## src/rtl/asp_pkg.sv

```systemverilog
package asp_pkg;

    // Position of the bit clock inside a frame, produced by the frame timer.
    typedef struct packed {
        logic frame_end;  // last cycle of the frame; next edge starts a new one
        logic fs;         // frame-sync cycle
        logic burst;      // one of the data-bit cycles
        logic shift;      // a data-bit cycle that is followed by another
        logic last;       // final data-bit cycle
    } asp_phase_t;

    // Where the sample for a new frame comes from.
    typedef enum logic {
        SRC_FRESH  = 1'b0,
        SRC_REPEAT = 1'b1
    } tx_src_e;

    function automatic int max_int(input int a, input int b);
        return (a > b) ? a : b;
    endfunction

endpackage

```

## src/rtl/asp_frame_timer.sv

```systemverilog
module asp_frame_timer
    import asp_pkg::*;
#(
    parameter int PW      = 12,
    parameter int SW      = 16,
    parameter int PER_RST = 255
) (
    input  logic          clk,
    input  logic          rst,
    input  logic [PW-1:0] period_i,
    output asp_phase_t    ph_o
);
    // Shortest legal period leaves the burst plus the sync cycle.
    localparam int MIN_PER = SW;
    // Reset parks the counter on a frame end that is clear of the burst window.
    localparam int RST_LIM = max_int(PER_RST, SW + 1);

    logic [PW-1:0] cnt_q;
    logic [PW-1:0] per_q;
    logic [PW-1:0] per_lim;
    logic          at_end;

    always_comb begin
        per_lim = (period_i < PW'(MIN_PER)) ? PW'(MIN_PER) : period_i;
        at_end  = (cnt_q == per_q);
    end

    always_ff @(posedge clk) begin
        if (rst) begin
            cnt_q <= PW'(RST_LIM);
            per_q <= PW'(RST_LIM);
        end else if (at_end) begin
            cnt_q <= '0;
            per_q <= per_lim;
        end else begin
            cnt_q <= cnt_q + PW'(1);
        end
    end

    always_comb begin
        ph_o.frame_end = at_end;
        ph_o.fs        = (cnt_q == '0);
        ph_o.burst     = (cnt_q >= PW'(1)) && (cnt_q <= PW'(SW));
        ph_o.shift     = (cnt_q >= PW'(1)) && (cnt_q <  PW'(SW));
        ph_o.last      = (cnt_q == PW'(SW));
    end

endmodule

```

## src/rtl/asp_tx_path.sv

```systemverilog
module asp_tx_path
    import asp_pkg::*;
#(
    parameter int SW = 16,
    parameter int UW = 8
) (
    input  logic          clk,
    input  logic          rst,
    input  logic          frame_end_i,
    input  logic          burst_i,
    input  logic          shift_i,
    input  logic          wr_i,
    input  logic [SW-1:0] data_i,
    input  logic          clr_i,
    output logic          sd_o,
    output logic          oe_o,
    output logic          ready_o,
    output logic [UW-1:0] urun_o
);
    localparam logic [UW-1:0] URUN_MAX = {UW{1'b1}};

    logic [SW-1:0] hold_q;
    logic          full_q;
    logic [SW-1:0] prev_q;
    logic [SW-1:0] sh_q;
    logic          ready_q;
    logic [UW-1:0] urun_q;
    tx_src_e       src;
    logic [SW-1:0] next_word;

    always_comb begin
        src       = full_q ? SRC_FRESH : SRC_REPEAT;
        next_word = (src == SRC_FRESH) ? hold_q : prev_q;
    end

    always_ff @(posedge clk) begin
        if (rst) begin
            hold_q  <= '0;
            full_q  <= 1'b0;
            prev_q  <= '0;
            sh_q    <= '0;
            ready_q <= 1'b0;
            urun_q  <= '0;
        end else begin
            ready_q <= frame_end_i;
            if (frame_end_i) begin
                sh_q   <= next_word;
                prev_q <= next_word;
                full_q <= 1'b0;
            end else if (shift_i) begin
                sh_q <= {sh_q[SW-2:0], 1'b0};
            end
            // A write at the frame edge lands after the consume, so it
            // serves the following frame.
            if (wr_i) begin
                hold_q <= data_i;
                full_q <= 1'b1;
            end
            if (clr_i) begin
                urun_q <= '0;
            end else if (frame_end_i && (src == SRC_REPEAT) && (urun_q != URUN_MAX)) begin
                urun_q <= urun_q + UW'(1);
            end
        end
    end

    always_comb begin
        oe_o    = burst_i;
        sd_o    = burst_i & sh_q[SW-1];
        ready_o = ready_q;
        urun_o  = urun_q;
    end

endmodule

```

## src/rtl/asp_rx_path.sv

```systemverilog
module asp_rx_path #(
    parameter int SW = 16
) (
    input  logic          clk,
    input  logic          rst,
    input  logic          burst_i,
    input  logic          last_i,
    input  logic          sd_i,
    output logic [SW-1:0] data_o,
    output logic          valid_o
);
    logic [SW-1:0] sh_q;
    logic [SW-1:0] data_q;
    logic          valid_q;
    logic [SW-1:0] word_in;

    always_comb word_in = {sh_q[SW-2:0], sd_i};

    always_ff @(posedge clk) begin
        if (rst) begin
            sh_q    <= '0;
            data_q  <= '0;
            valid_q <= 1'b0;
        end else begin
            valid_q <= 1'b0;
            if (burst_i) begin
                sh_q <= word_in;
            end
            if (last_i) begin
                data_q  <= word_in;
                valid_q <= 1'b1;
            end
        end
    end

    always_comb begin
        data_o  = data_q;
        valid_o = valid_q;
    end

endmodule

```

## src/rtl/audio_serial_port.sv

```systemverilog
module audio_serial_port
    import asp_pkg::*;
#(
    parameter int PW      = 12,
    parameter int SW      = 16,
    parameter int UW      = 8,
    parameter int PER_RST = 255
) (
    input  logic          clk,
    input  logic          rst,
    input  logic [PW-1:0] period_i,
    input  logic [SW-1:0] tx_data_i,
    input  logic          tx_wr_i,
    output logic          tx_ready_o,
    output logic          sd_o,
    output logic          sd_oe_o,
    output logic          fs_o,
    input  logic          sd_i,
    output logic [SW-1:0] rx_data_o,
    output logic          rx_valid_o,
    input  logic          urun_clr_i,
    output logic [UW-1:0] urun_cnt_o
);
    asp_phase_t ph;

    asp_frame_timer #(
        .PW      (PW),
        .SW      (SW),
        .PER_RST (PER_RST)
    ) timer_i (
        .clk      (clk),
        .rst      (rst),
        .period_i (period_i),
        .ph_o     (ph)
    );

    asp_tx_path #(
        .SW (SW),
        .UW (UW)
    ) tx_i (
        .clk         (clk),
        .rst         (rst),
        .frame_end_i (ph.frame_end),
        .burst_i     (ph.burst),
        .shift_i     (ph.shift),
        .wr_i        (tx_wr_i),
        .data_i      (tx_data_i),
        .clr_i       (urun_clr_i),
        .sd_o        (sd_o),
        .oe_o        (sd_oe_o),
        .ready_o     (tx_ready_o),
        .urun_o      (urun_cnt_o)
    );

    asp_rx_path #(
        .SW (SW)
    ) rx_i (
        .clk     (clk),
        .rst     (rst),
        .burst_i (ph.burst),
        .last_i  (ph.last),
        .sd_i    (sd_i),
        .data_o  (rx_data_o),
        .valid_o (rx_valid_o)
    );

    always_comb fs_o = ph.fs;

endmodule

```

## config.mk

```make
export PLATFORM = sky130hd
export DESIGN_NAME = audio_serial_port
export DESIGN_NICKNAME = d
export VERILOG_FILES = /design/src/rtl/asp_pkg.sv /design/src/rtl/asp_frame_timer.sv /design/src/rtl/asp_tx_path.sv /design/src/rtl/asp_rx_path.sv /design/src/rtl/audio_serial_port.sv
export SDC_FILE = /design/constraint.sdc
export NUM_CORES = 1
export LEC_CHECK = 0
export ABC_AREA = 1
export BUFFER_PORTS_ARGS = -buffer_cell sky130_fd_sc_hd__buf_2
export CAP_MARGIN = 20
export CORE_AREA = 10 10 103 128
export DETAILED_ROUTE_END_ITERATION = 10
export DIE_AREA = 0 0 113 138
export PLACE_DENSITY = 0.7
export SYNTH_ARGS = -nofsm -noshare
export SYNTH_HDL_FRONTEND = slang
export SYNTH_SLANG_ARGS = --single-unit
```

## constraint.sdc

```tcl
create_clock -name clk -period 1.9 [get_ports clk]
set_input_delay 0.095 -clock clk [delete_from_list [all_inputs] [get_ports clk]]
set_output_delay 0.095 -clock clk [all_outputs]
set_load 0.1 [all_outputs]
```

==> out/results.ini, run 1 <==
[yosys]
synth_ff_type = dfxtp_1
synth_top_family_by_area = simple AND/OR/NAND/NOR gates
synthMostInstantiatedCell = nand2_1
avgSynthCellArea_sq_um = 7.320
yosys.area.top_type = dfxtp_1
synthXorXnorAreaFrac_pct = 2.683
synth_compound_area_share_pct = 14.00
muxShareOfSynthArea_pct = 0
synthArstFlopShare_pct = 0
syn_area_sq_mm = 0.004897
synthTopCellsByCount = nand2_1, dfxtp_1, nor2_1
synth_edf_count = 0
synth_area_leaders = dfxtp_1, nand2_1, nor2_1
synth_fp_nets = 706
yosysUniqueCellTypes = 33
synthCells = 669
synthAdderAreaFrac_pct = 1.022
synth_warnings = 0
synth_top_area_share_pct = 46.60
ys_seq_area_share_pct = 46.60
synthSimpleGateAreaFrac_pct = 26.60
synth_seq_cells = 114

[worst_setup_path]
startpoint_type = flop
worst-path-max-fanout = 8
cp.required_ns = 1.80
worst-setup-path-type = reg -> out
endpoint_kind = primary output
crit_arrival_ns = 1.72

[cells_and_area]
nets = 808
multiInputGateArea_sq_mm = 0.002283
seq_area_sq_mm = 0.002308
area_delta_synth_final_pct = 31.66
diodes = 0
final_core_util_pct = 59.62
fill_cells = 952
drive_above_1_share_pct = 21.33
final_area_sq_mm = 0.006447
layout.cells.non_filler = 918

[placement]
dpl_cell_area_sq_mm = 0.005448
gp_congestion = 0.8968
hpwl_microns = 8307
dp.cells = 854
pre_cts_ws_ns = 0.07000
port_buffers = 61

[worst_hold_path]
hold_path.class = in -> reg

[power_and_ir_drop]
power.density_mw_per_mm2 = 1402
internal-power_mw = 5.665
peakVddDrop_mv = 0.6096
p_clk_share_pct = 32.5
netSwitchingFraction_pct = 37.33
p_leak_nw = 2.799
p_seq_share_pct = 33.9
p_comb_share_pct = 33.6
netSwitchingPower_mw = 3.375
finalPower_mw = 9.039

[timing]
finalHoldViolations = 0
worst_pin_slew_ns = 0.4919
clock_skew_ns = 0.005840
period_share_pct = 95.31
worst_slack_ns = 0.08905
slew_viol_final = 0
layout_min_cycle_time_ns = 1.811
final.setup.tns_ns = 0
fin_hold_ws_ns = 0.03971
finalSetupViolCount = 0
relSlewSlack_pct = 67.43
max_freq_mhz = 552.2

[global_route]
grt_usage_pct = 15.65
grt_pass1_vias = 4665
grt_max_degree = 34
antenna_found_initial = 0
grt_pass1_wl_microns = 20890
overflow = 0

[run_status]
status = complete, no violations

[clock_network]
cts_root_buf = clkbuf_16
cts_tree = done
clk_path_buf_depth = 2
htreeDepth = 4
cts_buffers = 17
clk_latency_ns = 0.40
clk_pin_slew_ns = 0.05
cts.sinks = 114

[detailed_routing]
via_per_inst = 5.046
routed_wl_microns = 12210
via_count = 4632
drc = 0
wl_per_cell_microns = 13.30
drt-pass1-iter-count = 5
drtAntennaViolNets = 0
drtIter0Drc = 286

[die]
dieArea_sq_mm = 0.01559
fp-row-count = 43
io_pins = 62
die_h_microns = 138
start_util_pct = 45.29
core_sq_mm = 0.01081
dieWidth_microns = 113

[job]
drv_cap = 0

## logic make-up after synthesis
| group | Yosys count |
|---|---|
| xor gates and xnor gates | 15 |
| adders and majority gates | 4 |
| AOI/OAI and AO/OA | 122 |
| DFF | 114 |
| and+or+nand+nor | 307 |
| buffers and inverters | 107 |
## routing by layer
layer / track usage [%] / wire (microns) / up-vias
li1: - / - / 2365
met1: 17.07 / 5072 / 2141
met2: 27.52 / 6370 / 100
met3: 4.286 / 532 / 26
met4: 6.560 / 232 / 0
met5: 0 / 0 / -
## worst max-delay path, cell delays in order (launching register included)
cell and delay, ns:
dfxtp_2 0.39, inv_4 0.06, ha_1 0.23, o21ai_2 0.21, nand2_4 0.08, buf_4 0.17, buf_12 0.16
## power by group through the flow
stage,clock [mW],sequential [mW],combinational [mW]
2_1_floorplan,0,3.06,2.07
3_3_place_gp,0,3.05,2.73
5_1_grt,3.10,3.12,3.44
4_1_cts,2.99,3.03,2.89
3_5_place_dp,0,3.06,2.78
6_report,2.94,3.07,3.03
## area by class of cell
| type | count | area share, % |
|---|---|---|
| Sequential cell | 114 | 35.80 |
| Multi-Input combinational cell | 448 | 35.42 |
| Timing Repair Buffer | 115 | 13.06 |
| Clock buffer | 18 | 6.812 |
| Inverter | 75 | 4.541 |
| Tap cell | 135 | 2.620 |
| Clock inverter | 13 | 1.747 |
## cells in the final DEF, fill, tap and decap left out, drive strengths merged
cell	n
a211oi	14
a21oi	27
a22oi	5
a31oi	1
buf	87
bufinv	1
clkbuf	18
clkinv	7
clkinvlp	4
dfxtp	114
dlygate4sd3	28
ha	4
inv	76
nand2	132
nand3	49
nand3b	2
nand4	4
nor2	113
nor3	4
nor4	2
o21ai	57
o22ai	18
or2	1
xnor2	5
xor2	10
## state kept, by name (all words and copies together) (netlist names), 8 cells and up
register	flops
rx_i.data_o	16
timer_i.cnt_q	12
tx_i.hold_q	16
tx_i.prev_q	16
tx_i.sh_q	16
rx_i.sh_q	15
tx_i.urun_o	8
timer_i.per_q	12
## timing repair
action,in CTS,in global routing
setup buffers,2,3
resized for setup,13,26
endpoints found under the hold margin,29,0
hold buffers,28,0
pin swaps,4,4
endpoints found under the setup margin,3,48
## worst paths after layout
path	start	endpoint	slack, ns	cells after the start
worst max-delay path	timer_i.cnt_q[1]$_SDFF_PP1_	sd_oe_o	0.09	6
worst min-delay path	period_i[4]	timer_i.per_q[4]$_SDFFE_PP1P_	0.04	3
worst max register to register	timer_i.cnt_q[1]$_SDFF_PP1_	rx_i.sh_q[9]$_SDFFE_PP0P_	0.14	9
worst min register to register	tx_i.prev_q[8]$_SDFFE_PP0P_	tx_i.prev_q[8]$_SDFFE_PP0P_	0.46	2
Power figures use the tool's default switching activity.
==> run 2, diff against run 1 <==
Settings changed: CORE_AREA 10 10 103 128 to 10 10 105 130, DIE_AREA 0 0 113 138 to 0 0 115 140, PLACE_DENSITY 0.7 to 0.68.
==> out/results.ini, run 2 (synthesis results as in run 1) <==
[worst_setup_path]
r2r-start = timer_i.cnt_q[1]$_SDFF_PP1_
slowest_delay_ns = 0.35  ; -0.04 ns
cp-endpoint = sd_o
worst_path_max_delay_cell = dfxtp_2
path_common_cell = inv_2
worst-path-max-fanout = 6  ; -2
startpoint_type = flop
worst-setup-path-type = reg -> out
rr_worst_depth = 9  ; unchanged
rr_endpoint = timer_i.cnt_q[10]$_SDFF_PP0_
reg2reg_slack_ns = 0.16  ; +0.02 ns
crit_start = timer_i.cnt_q[7]$_SDFF_PP1_
crit_chain = inv_2, nand4_1, nor2_2, o21ai_2, nand2_2, inv_2, nor2_4, buf_12
cp.required_ns = 1.80  ; about the same
crit_arrival_ns = 1.83  ; +0.11 ns
endpoint_kind = primary output

[clock_network]
cts_buffers = 17  ; unchanged
clk_path_buf_depth = 2  ; unchanged
clk_latency_ns = 0.41  ; about the same
cts.sinks = 114  ; unchanged
clk_pin_slew_ns = 0.05  ; about the same
cts_tree = done
cts_root_buf = clkbuf_16
htreeDepth = 4  ; unchanged

[detailed_routing]
drtIter0Drc = 189  ; -34%
via_count = 4666  ; +0.73%
drt-pass1-iter-count = 5  ; unchanged
via_per_inst = 5.066  ; +0.41%
routed_wl_microns = 12250  ; +0.36%
drtAntennaViolNets = 0  ; unchanged
drc = 0  ; unchanged
wl_per_cell_microns = 13.30  ; about the same

[timing]
layout_min_cycle_time_ns = 1.924  ; +0.1126 ns
clock_skew_ns = 0.006532  ; +0.0006918 ns
max_freq_mhz = 519.9  ; -5.9%
relSlewSlack_pct = 67.30  ; -0.13 points
rsz0062_at_grt = yes
worst_pin_slew_ns = 0.4939  ; +0.001941 ns
period_share_pct = 101.2  ; +5.9 points
finalSetupViolCount = 2  ; +2
slew_viol_final = 0  ; unchanged
worst_slack_ns = -0.02352  ; -0.1126 ns
fin_hold_ws_ns = 0.02545  ; -0.01426 ns
finalHoldViolations = 0  ; unchanged

[cells_and_area]
diodes = 0  ; unchanged
final_cell_mix = nand2_1, nor2_1, dfxtp_1
nets = 810  ; +0.25%
mostFrequentLayoutCell = nand2_1
drive_above_1_share_pct = 21.12  ; -0.21 points
area_delta_synth_final_pct = 32.93

[power_and_ir_drop]
peakVddDrop_mv = 0.5969  ; -2.1%
power.density_mw_per_mm2 = 1452  ; +3.6%
p_leak_nw = 2.842  ; +1.5%
finalPower_mw = 9.455  ; +4.6%

[die]
dieWidth_microns = 115  ; +1.8%
start_util_pct = 44.19  ; -1.1 points
dieArea_sq_mm = 0.01610  ; +3.2%
die_h_microns = 140  ; +1.4%
fp-row-count = 43  ; unchanged
core_sq_mm = 0.01108  ; +2.5%
io_pins = 62  ; unchanged

[global_route]
grt_usage_pct = 15.16  ; -0.49 points
grt_pass1_vias = 4521  ; -3.1%
grt_max_degree = 34  ; unchanged
overflow = 0  ; unchanged
antenna_found_initial = 0  ; unchanged
grt_pass1_wl_microns = 20420  ; -2.2%

[placement]
gp_congestion = 0.8457  ; -5.7%
port_buffers = 61  ; unchanged
hpwl_microns = 8212  ; -1.1%

[job]
drv_cap = 0  ; unchanged

[worst_hold_path]
hold_path.class = in -> reg

[run_status]
status = finished with violations
violations = negative setup slack

==> run 2: cell type report <==
cell class / instances / area, sq um
fillers: 988 / 4573
flip-flops and latches: 114 / 2307
multi-input cells: 448 / 2243
repair buffers: 117 / 864.6
clock buffers: 20 / 456.7
inverters: 75 / 289.0
clock inverters: 12 / 180.2
well taps: 135 / 168.9
==> run 2: worst max-delay path, delay by kind of cell, from the launching register on <==
kind	cells	cell delay, ns
AND/OR/NAND/NOR	4	0.63
buffers and inverters	3	0.36
flip-flops	1	0.35
AO/OA/AOI/OAI	1	0.09
==> run 2: worst min path at each step <==
| stage | depth (start not counted) | slack [ns] | start | end |
|---|---|---|---|---|
| after detailed placement | 3 | 0.33 | tx_data_i[12] | tx_i.hold_q[12]$_SDFFE_PP0P_ |
| after global routing | 3 | 0.03 | period_i[4] | timer_i.per_q[4]$_SDFFE_PP1P_ |
| final | 3 | 0.03 | period_i[4] | timer_i.per_q[4]$_SDFFE_PP1P_ |
| after global placement | 3 | 0.32 | tx_data_i[2] | tx_i.hold_q[2]$_SDFFE_PP0P_ |
| after CTS | 3 | 0.01 | period_i[4] | timer_i.per_q[4]$_SDFFE_PP1P_ |
| after floorplan | 2 | 0.22 | period_i[5] | timer_i.per_q[5]$_SDFFE_PP1P_ |
==> run 2: report_power, final <==
| group | internal, mW | switching, mW | total, mW |
|---|---|---|---|
| Combinational | 1.09 | 1.94 | 3.02 |
| Clock | 2.27 | 1.12 | 3.39 |
| Sequential | 2.77 | 0.275 | 3.04 |
==> run 2: per-layer routing <==
| metal | routed length [microns] | GRT usage, % | vias to the layer above |
|---|---|---|---|
| met1 | 5059 | 16.10 | 2174 |
| li1 | - | - | 2379 |
| met4 | 286 | 6.723 | 0 |
| met2 | 6385 | 26.28 | 90 |
| met3 | 519 | 5.043 | 23 |
| met5 | 0 | 0 | - |
==> run 2: stage by stage <==
step | setup TNS [ns] | std cells | area, sq um | setup slack [ns] | utilization, %
2_1_floorplan | -0.1243 | 669 | 4923 | -0.1243 | -
3_3_place_gp | 0 | 852 | 5430 | 0.1237 | 49.00
3_5_place_dp | 0 | 852 | 5430 | 0.05879 | 49.00
4_1_cts | 0 | 914 | 6407 | 0.0008114 | 57.81
5_1_grt | -0.1623 | 921 | 6510 | -0.09053 | 58.74
6_report | -0.02788 | 921 | 6510 | -0.02352 | 58.74
==> run 2: timing repair <==
action / CTS / global route
hold endpoints to repair: 29 / 0
resized for setup: 16 / 18
pin swaps: 4 / 4
hold buffers: 28 / 0
endpoints found under the setup margin: 3 / 13
setup buffers: 2 / 7
==> run 3, diff against run 2 <==
Settings changed: BUFFER_PORTS_ARGS -buffer_cell sky130_fd_sc_hd__buf_2 to -buffer_cell sky130_fd_sc_hd__buf_4, CORE_AREA 10 10 105 130 to 10 10 137 170, DIE_AREA 0 0 115 140 to 0 0 147 180, PLACE_DENSITY 0.68 to 0.45.
==> out/results.ini, run 3 (synthesis results as in run 1) <==
[timing]
layout_min_cycle_time_ns = 1.872  ; -0.05138 ns
relSlewSlack_pct = 68.30  ; +1.0 points
finalHoldViolations = 0  ; unchanged
finalSetupViolCount = 0  ; -2
rsz0062_at_grt = yes
final.setup.tns_ns = 0  ; +0.02788 ns
slew_viol_final = 0  ; unchanged
worst_pin_slew_ns = 0.4749  ; -0.01895 ns
period_share_pct = 98.53  ; -2.7 points
max_freq_mhz = 534.2  ; +2.7%
clock_skew_ns = 0.01616  ; +0.009626 ns

[global_route]
overflow = 0  ; unchanged
grt_usage_pct = 9.844  ; -5.3 points
grt_pass1_wl_microns = 21600  ; +5.7%
grt_pass1_vias = 4362  ; -3.5%
antenna_found_initial = 0  ; unchanged
grt_max_degree = 44  ; +29%

[power_and_ir_drop]
netSwitchingPower_mw = 3.473  ; +4.1%
internal-power_mw = 6.327  ; +3.4%
p_leak_nw = 2.931  ; +3.1%
p_clk_share_pct = 33.1  ; -2.7 points
p_seq_share_pct = 31.1  ; -1.1 points
peakVddDrop_mv = 0.7662  ; +28%
netSwitchingFraction_pct = 35.44  ; +0.16 points
power.density_mw_per_mm2 = 1409  ; -3.0%
p_comb_share_pct = 35.7  ; +3.7 points

[detailed_routing]
via_count = 4480  ; -4.0%
routed_wl_microns = 13010  ; +6.2%
drtAntennaViolNets = 0  ; unchanged
drc = 0  ; unchanged
drtIter0Drc = 185  ; -2.1%
wl_per_cell_microns = 12.18  ; -8.4%
drt-pass1-iter-count = 4  ; -1
via_per_inst = 4.195  ; -17%

[cells_and_area]
area_delta_synth_final_pct = 42.00
final_cell_mix = nand2_1, nor2_1, dfxtp_1
nets = 824  ; +1.7%
drive_above_1_share_pct = 22.93  ; +1.8 points
layout.cells.non_filler = 1068  ; +16%
final_core_util_pct = 34.85  ; -24 points
diodes = 0  ; unchanged
mostFrequentLayoutCell = nand2_1

[placement]
hpwl_microns = 8687  ; +5.8%
gp_congestion = 0.7613  ; -10%
dp.cells = 989  ; +16%
port_buffers = 61  ; unchanged

[worst_hold_path]
hold_path.class = in -> reg

[die]
start_util_pct = 24.54  ; -20 points
core_sq_mm = 0.01996  ; +80%
fp-row-count = 58  ; +35%
die_h_microns = 180  ; +29%
dieWidth_microns = 147  ; +28%
io_pins = 62  ; unchanged
dieArea_sq_mm = 0.02646  ; +64%

[clock_network]
cts_buffers = 17  ; unchanged
clk_pin_slew_ns = 0.06  ; about the same
cts.sinks = 114  ; unchanged
clk_path_buf_depth = 2  ; unchanged
htreeDepth = 4  ; unchanged
clk_latency_ns = 0.41  ; about the same
cts_tree = done
cts_root_buf = clkbuf_16

[run_status]
status = complete, no violations

[worst_setup_path]
startpoint_type = flop
cp.required_ns = 1.80  ; about the same
crit_arrival_ns = 1.78  ; -0.05 ns
endpoint_kind = primary output
worst-setup-path-type = reg -> out
worst-path-max-fanout = 5  ; -1

[job]
drv_cap = 0  ; unchanged

[run 3: power groups by stage]
stage	Sequential, mW	Clock [mW]	Combinational, mW
after floorplan	3.06	0	2.07
after global placement	3.06	0	2.97
after detailed placement	3.06	0	2.94
after CTS	3.02	3.35	3.06
after global routing	3.10	3.44	3.94
final	3.05	3.25	3.50
[run 3: what timing repair did]
item	in CTS	in global routing
cloned	0	2
hold endpoints to repair	41	0
resized for setup	19	29
hold buffers	30	0
setup buffers	5	12
endpoints found under the setup margin	2	35
pin swaps	2	10
[run 3: worst paths after layout]
| kind | start | slack, ns | end | cells past startpoint |
|---|---|---|---|---|
| min reg2reg | tx_i.prev_q[11]$_SDFFE_PP0P_ | 0.46 | tx_i.prev_q[11]$_SDFFE_PP0P_ | 2 |
| max reg2reg | timer_i.cnt_q[4]$_SDFF_PP1_ | 0.11 | tx_i.sh_q[6]$_SDFFE_PP0P_ | 14 |
| max | timer_i.cnt_q[1]$_SDFF_PP1_ | 0.03 | sd_o | 9 |
| min | tx_wr_i | 0.04 | tx_i.full_q$_SDFFE_PP0P_ | 3 |
[run 3: cell type report]
| class | count | area [sq um] |
|---|---|---|
| repair buffers | 130 | 1146 |
| clock buffers | 20 | 466.7 |
| inverters | 75 | 289.0 |
| fillers | 2114 | 13000 |
| flip-flops and latches | 114 | 2313 |
| clock inverters | 10 | 133.9 |
| well taps | 270 | 337.8 |
| multi-input cells | 449 | 2267 |
[run 3: routing by layer]
| metal | vias up | track usage (%) | share of wire [%] |
|---|---|---|---|
| met1 | 1986 | 12.18 | 49 |
| met3 | 14 | 2.839 | 3.5 |
| met2 | 73 | 15.66 | 46 |
| li1 | 2407 | - | - |
| met5 | - | 0 | 0 |
| met4 | 0 | 4.051 | 1.5 |
[run 3: per-stage QoR]
step,cell area [sq um],setup slack [ns],total power [mW],hold slack (ns)
2_1_floorplan,4923,-0.1243,5.134,0.2157
3_3_place_gp,5749,0.1317,6.034,0.3193
3_5_place_dp,5749,0.1220,6.002,0.3213
4_1_cts,6746,0.003613,9.431,0.02993
5_1_grt,6954,-0.06624,10.48,0.06106
6_report,6954,0.02787,9.800,0.03610
[run 3: critical path, stage by stage (launching register included)]
cell and delay [ns]:
dfxtp_4 0.36, inv_4 0.07, ha_4 0.13, nand3_4 0.08, nor2_1 0.12, nand2_1 0.12
nand2_2 0.13, inv_2 0.06, nor2_4 0.12, buf_12 0.18
